[config.mk]
export PLATFORM = sky130hd
export DESIGN_NAME = lsu_lane_aligner
export DESIGN_NICKNAME = d
export VERILOG_FILES = /design/src/rtl/lsu_align_pkg.sv /design/src/rtl/lsu_lane_map.sv /design/src/rtl/lsu_store_pack.sv /design/src/rtl/lsu_load_extract.sv /design/src/rtl/lsu_rsp_slot.sv /design/src/rtl/lsu_lane_aligner.sv
export SDC_FILE = /design/constraint.sdc
export NUM_CORES = 1
export LEC_CHECK = 0
export BUFFER_PORTS_ARGS = -buffer_cell sky130_fd_sc_hd__buf_2
export CORE_MARGIN = 10
export CORE_UTILIZATION = 25
export CTS_BUF_LIST = sky130_fd_sc_hd__clkbuf_8
export DETAILED_ROUTE_END_ITERATION = 16
export PLACE_DENSITY = 0.62
export SYNTH_ARGS = -nofsm -noshare
export SYNTH_HDL_FRONTEND = slang
export SYNTH_SLANG_ARGS = --single-unit
[constraint.sdc]
create_clock -name clk -period 1.7 [get_ports clk]
set_input_delay 0.085 -clock clk [delete_from_list [all_inputs] [get_ports clk]]
set_output_delay 0.085 -clock clk [all_outputs]
set_load 0.05 [all_outputs]
[src/rtl/lsu_align_pkg.sv]
package lsu_align_pkg;

  typedef enum logic [1:0] {
    SZ_BYTE = 2'b00,
    SZ_HALF = 2'b01,
    SZ_WORD = 2'b10,
    SZ_RSVD = 2'b11
  } acc_size_e;

  // True when an access of the given size at the given in-word offset
  // cannot be served as one aligned memory word access.
  function automatic logic is_misaligned(input acc_size_e sz, input logic [1:0] off);
    logic bad;
    unique case (sz)
      SZ_BYTE: bad = 1'b0;
      SZ_HALF: bad = off[0];
      SZ_WORD: bad = |off;
      default: bad = 1'b1;
    endcase
    return bad;
  endfunction

endpackage

[src/rtl/lsu_lane_map.sv]
// Maps an in-word byte offset onto a physical lane for the chosen order.
module lsu_lane_map #(
  parameter int NUM_LANES = 4,
  localparam int OFF_W = $clog2(NUM_LANES)
) (
  input  logic             le_mode,
  input  logic [OFF_W-1:0] offset,
  output logic [OFF_W-1:0] byte_lane,
  output logic [OFF_W-1:0] pair_lane
);
  logic [OFF_W-1:0] off_even;

  always_comb begin
    off_even = {offset[OFF_W-1:1], 1'b0};
    if (le_mode) begin
      byte_lane = offset;
      pair_lane = off_even;
    end else begin
      byte_lane = OFF_W'(NUM_LANES - 1) - offset;
      pair_lane = OFF_W'(NUM_LANES - 2) - off_even;
    end
  end
endmodule

[src/rtl/lsu_store_pack.sv]
// Builds per-lane enables and lane-placed data for a store.
module lsu_store_pack
  import lsu_align_pkg::*;
#(
  parameter int DATA_W = 32,
  localparam int NB = DATA_W / 8,
  localparam int OFF_W = $clog2(NB)
) (
  input  logic              enable,
  input  acc_size_e         size,
  input  logic              le_mode,
  input  logic [OFF_W-1:0]  offset,
  input  logic [DATA_W-1:0] data,
  output logic [NB-1:0]     byte_en,
  output logic [DATA_W-1:0] wdata
);
  logic [OFF_W-1:0] byte_lane;
  logic [OFF_W-1:0] pair_lane;
  logic [OFF_W-1:0] pair_hi;

  lsu_lane_map #(.NUM_LANES(NB)) i_map (
    .le_mode  (le_mode),
    .offset   (offset),
    .byte_lane(byte_lane),
    .pair_lane(pair_lane)
  );

  assign pair_hi = {pair_lane[OFF_W-1:1], 1'b1};

  for (genvar k = 0; k < NB; k++) begin : g_lane
    logic hit;
    always_comb begin
      unique case (size)
        SZ_BYTE: hit = (byte_lane == OFF_W'(k));
        SZ_HALF: hit = (pair_lane == OFF_W'(k)) || (pair_hi == OFF_W'(k));
        SZ_WORD: hit = 1'b1;
        default: hit = 1'b0;
      endcase
      byte_en[k] = enable & hit;
    end

    always_comb begin
      unique case (size)
        SZ_BYTE: wdata[8*k +: 8] = data[7:0];
        SZ_HALF: wdata[8*k +: 8] = (k % 2 == 1) ? data[15:8] : data[7:0];
        default: wdata[8*k +: 8] = data[8*k +: 8];
      endcase
    end
  end
endmodule

[src/rtl/lsu_load_extract.sv]
// Selects and extends the addressed part of a returned memory word.
module lsu_load_extract
  import lsu_align_pkg::*;
#(
  parameter int DATA_W = 32,
  localparam int NB = DATA_W / 8,
  localparam int OFF_W = $clog2(NB)
) (
  input  acc_size_e         size,
  input  logic              zero_ext,
  input  logic              le_mode,
  input  logic [OFF_W-1:0]  offset,
  input  logic [DATA_W-1:0] rdata,
  output logic [DATA_W-1:0] result
);
  logic [OFF_W-1:0] byte_lane;
  logic [OFF_W-1:0] pair_lane;
  logic [OFF_W+2:0] byte_shift;
  logic [OFF_W+2:0] pair_shift;
  logic [7:0]       byte_val;
  logic [15:0]      half_val;

  lsu_lane_map #(.NUM_LANES(NB)) i_map (
    .le_mode  (le_mode),
    .offset   (offset),
    .byte_lane(byte_lane),
    .pair_lane(pair_lane)
  );

  always_comb begin
    byte_shift = {byte_lane, 3'b000};
    pair_shift = {pair_lane, 3'b000};
    byte_val   = 8'(rdata >> byte_shift);
    half_val   = 16'(rdata >> pair_shift);
    unique case (size)
      SZ_BYTE: result = {{(DATA_W-8){~zero_ext & byte_val[7]}}, byte_val};
      SZ_HALF: result = {{(DATA_W-16){~zero_ext & half_val[15]}}, half_val};
      default: result = rdata;
    endcase
  end
endmodule

[src/rtl/lsu_rsp_slot.sv]
// One-entry valid/ready output register for load results.
module lsu_rsp_slot #(
  parameter int W = 33
) (
  input  logic         clk,
  input  logic         rst_n,
  input  logic         in_valid,
  output logic         in_ready,
  input  logic [W-1:0] in_data,
  output logic         out_valid,
  input  logic         out_ready,
  output logic [W-1:0] out_data
);
  assign in_ready = ~out_valid | out_ready;

  always_ff @(posedge clk) begin
    if (!rst_n) begin
      out_valid <= 1'b0;
      out_data  <= '0;
    end else if (in_valid && in_ready) begin
      out_valid <= 1'b1;
      out_data  <= in_data;
    end else if (out_ready) begin
      out_valid <= 1'b0;
    end
  end
endmodule

[src/rtl/lsu_lane_aligner.sv]
module lsu_lane_aligner
  import lsu_align_pkg::*;
#(
  parameter int DATA_W = 32,
  parameter int ADDR_W = 32,
  localparam int NB = DATA_W / 8,
  localparam int OFF_W = $clog2(NB)
) (
  input  logic                    clk,
  input  logic                    rst_n,
  input  logic                    le_mode,
  input  logic                    st_valid,
  input  logic [ADDR_W-1:0]       st_addr,
  input  logic [1:0]              st_size,
  input  logic [DATA_W-1:0]       st_data,
  output logic [ADDR_W-OFF_W-1:0] mem_wr_addr,
  output logic [NB-1:0]           mem_byte_en,
  output logic [DATA_W-1:0]       mem_wr_data,
  output logic                    st_misalign,
  input  logic                    rd_valid,
  output logic                    rd_ready,
  input  logic [DATA_W-1:0]       rd_data,
  input  logic [ADDR_W-1:0]       ld_addr,
  input  logic [1:0]              ld_size,
  input  logic                    ld_unsigned,
  output logic                    rsp_valid,
  input  logic                    rsp_ready,
  output logic [DATA_W-1:0]       rsp_data,
  output logic                    rsp_misalign
);
  acc_size_e         st_sz;
  acc_size_e         ld_sz;
  logic              st_bad;
  logic              ld_bad;
  logic [DATA_W-1:0] ld_result;
  logic [DATA_W:0]   slot_in;
  logic [DATA_W:0]   slot_out;

  assign st_sz  = acc_size_e'(st_size);
  assign ld_sz  = acc_size_e'(ld_size);
  assign st_bad = is_misaligned(st_sz, st_addr[1:0]);
  assign ld_bad = is_misaligned(ld_sz, ld_addr[1:0]);

  assign mem_wr_addr = st_addr[ADDR_W-1:OFF_W];
  assign st_misalign = st_valid & st_bad;

  lsu_store_pack #(.DATA_W(DATA_W)) i_pack (
    .enable (st_valid & ~st_bad),
    .size   (st_sz),
    .le_mode(le_mode),
    .offset (st_addr[OFF_W-1:0]),
    .data   (st_data),
    .byte_en(mem_byte_en),
    .wdata  (mem_wr_data)
  );

  lsu_load_extract #(.DATA_W(DATA_W)) i_extract (
    .size    (ld_sz),
    .zero_ext(ld_unsigned),
    .le_mode (le_mode),
    .offset  (ld_addr[OFF_W-1:0]),
    .rdata   (rd_data),
    .result  (ld_result)
  );

  assign slot_in = {ld_bad, ld_bad ? '0 : ld_result};

  lsu_rsp_slot #(.W(DATA_W + 1)) i_slot (
    .clk      (clk),
    .rst_n    (rst_n),
    .in_valid (rd_valid),
    .in_ready (rd_ready),
    .in_data  (slot_in),
    .out_valid(rsp_valid),
    .out_ready(rsp_ready),
    .out_data (slot_out)
  );

  assign rsp_misalign = slot_out[DATA_W];
  assign rsp_data     = slot_out[DATA_W-1:0];
endmodule

==> flow_metrics.tcl <==
set metrics [dict create \
    maxSlewHeadroom_pct 37.47 \
    dieArea_um2 16210 \
    grt_use_total_pct 12.77 \
    drc 0 \
    cts_tree "built" \
    wl_per_cell_um 18.00 \
    final_nets 604 \
    skew_ps 8.902 \
    drv_slew 0 \
    slowest_stage "xor2_1" \
    port_buffers 150 \
    synth_most_common_cell "nand2_1" \
    rsz0062_at_grt "no" \
    critPathKind "in2out" \
    ys_seq_elements 34 \
    ys_warn_count 0 \
    yosysUniqueCellTypes 42 \
    postCtsResizedCells 0 \
    clock_path_buffers 2 \
    powerDensity_nw_per_um2 714.4 \
    setup_viol 0 \
    cts.sinks 34 \
    crit_fanout 12 \
    cp-end-kind "primary output" \
    synth.area.top_cells "dfxtp_1, buf_4, mux2_2" \
    cts-htree-levels 2 \
    layout-drive-gt1-share_pct 43.99 \
    finish.utilization_pct 31.81 \
    peakVddDrop_mv 0.4225 \
    syn2layout_area_growth_pct 25.59 \
    cts-root-buf "clkbuf_8" \
    synth_area_leader_cell "dfxtp_1" \
    synth_area_per_cell_um2 7.979 \
    core_area_um2 11370 \
    synth_edf_count 0 \
    first_global_vias 3268 \
    synth_top_cell_area_share_pct 23.63 \
    via_count 3165 \
    clock_latency_ps 300 \
    place_inst 601 \
    start_util_pct 25.33 \
    p_sw_mw 1.097 \
    post_cts_buffers 0 \
    routed_wl_mm 10.98 \
    via_per_inst 5.189 \
    fin_crit_ps 1397 \
    synth_nets 500 \
    overflow 0 \
    netlist_area_um2 2880 \
    synth_ff_type "dfxtp_1" \
    syn_inst 361 \
    ys_seq_area_share_pct 23.63 \
    crit_path_start_kind "input port" \
    dp_hpwl_mm 8.920 \
    pwr-share-clk_pct 25.8 \
    crit_path_max_incr_delay_ps 300 \
    min-delay-path-class "in2reg" \
    rows 39 \
    place.gp.congestion 0.8035 \
    hold_viol 0 \
    pwr-share-seq_pct 33.2 \
    drt_iter0_drc 282 \
    die_x_um 127.3 \
    ant_nets 0 \
    crit_path_frequent_cell "buf_2" \
    power.internal_mw 1.487 \
    dp_slack_ps 97.51 \
    period_share_pct 82.17 \
    crit_required_ps 1620 \
    drt-pass1-iter-count 4 \
    timing.final.ws_setup_ps 303.0 \
    dieHeight_um 127.3 \
    p_sw_share_pct 42.44 \
    final_cells 610 \
    tightest_slew_ps 934.4 \
    p_leak_nw 1.720 \
    async_flop_share_pct 0 \
    crit_chain "buf_2 -> xor2_1 -> nand3b_1 -> a21oi_1 -> o21a_1 -> buf_2" \
    whs_ps 46.62 \
    fmax_mhz 715.8 \
    hold_buffers 0 \
    outcome "completed" \
    grt_max_degree 38 \
    maxCapViolCount 0 \
    io_pins 241 \
    yosys-top-cells-count "nand2_1, buf_4, dfxtp_1" \
    comb_power_share_pct 41.0 \
    clk_pin_slew_ps 80 \
    grt_pass1_wl_mm 17.10 \
    antenna_found_initial 1 \
    cts_made_buffers 5 \
    cp.arrival_ps 1310 \
]
## worst max-delay path: cells and delay by family
kind,cells,cell delay [ps]
buffers and inverters,2,530
AND/OR/NAND/NOR,1,120
AO/OA/AOI/OAI,2,270
XOR/XNOR,1,300
## layout make-up
cell class / count / area, um2
Clock buffer: 6 / 82.58
Timing Repair Buffer: 166 / 883.3
Sequential cell: 34 / 681.9
Tap cell: 143 / 178.9
Clock inverter: 2 / 12.51
Inverter: 6 / 22.52
Antenna cell: 1 / 2.502
Fill cell: 1214 / 7752
Multi-Input combinational cell: 252 / 1753
## registers in the layout, summed over array words and instances, names as in the netlist
name              flops
i_slot.out_data      33
i_slot.out_valid      1
## power by group through the flow
stage	Combinational, mW	Clock, mW	Sequential, mW
final	1.06	0.666	0.858
after global routing	1.13	0.728	0.863
after CTS	1.07	0.692	0.859
after detailed placement	1.06	0	0.877
after global placement	1.05	0	0.875
after floorplan	0.805	0	1.01
## cells in the final DEF, fill, tap and decap left out, types with 2 or more instances in the layout
cell and instances:
a21o_1 14, a21oi_1 4, a22oi_1 14, a31oi_1 2, a32o_1 2, and2_1 2, and2b_1 2, buf_2 150
buf_4 15, clkbuf_8 6, dfxtp_1 33, inv_1 5, mux2_2 23, mux2i_1 10, mux4_2 2, nand2_1 46
nand2b_1 3, nand3_1 18, nand3b_1 3, nand4b_1 2, nand4bb_1 2, nor2_1 8, nor3_1 3, nor3b_1 2
o2111ai_1 19, o211ai_1 16, o21a_1 4, o21ai_0 30, o22ai_1 7, xor2_1 3
## path summary, 6_finish.rpt
path | from | to | slack, ps | cells past startpoint
setup / recovery | st_size[0] | mem_byte_en[0] | 300 | 6
hold / removal | rst_n | i_slot.out_data[32]$_SDFFE_PN0P_ | 50 | 2
setup reg to reg | i_slot.out_valid$_SDFFE_PN0P_ | i_slot.out_data[14]$_SDFFE_PN0P_ | 370 | 5
hold reg to reg | i_slot.out_data[23]$_SDFFE_PN0P_ | i_slot.out_data[23]$_SDFFE_PN0P_ | 450 | 2
## cell families after synthesis
| group | share of synthesized area [%] |
|---|---|
| xor+xnor | 1.217 |
| buf+inv | 15.90 |
| compound gates | 29.37 |
| mux | 14.03 |
| simple gates | 15.86 |
| flops | 23.63 |
## through the flow
step / power, mW / TNS, ps / area [um2]
floorplan: 1.816 / -31.83 / 2889
global placement: 1.926 / 0 / 3520
detailed placement: 1.941 / 0 / 3520
CTS: 2.618 / 0 / 3615
global route: 2.724 / 0 / 3615
finish: 2.584 / 0 / 3617
## routing by layer
| layer | vias up | share of wire (%) | global-route usage, % |
|---|---|---|---|
| met2 | 172 | 47 | 20.61 |
| met3 | 25 | 14 | 6.658 |
| li1 | 1516 | - | - |
| met1 | 1452 | 37 | 14.28 |
| met4 | 0 | 2.1 | 3.952 |
| met5 | - | 0 | 0 |
Note: power is estimated with default switching activity, not from simulation.
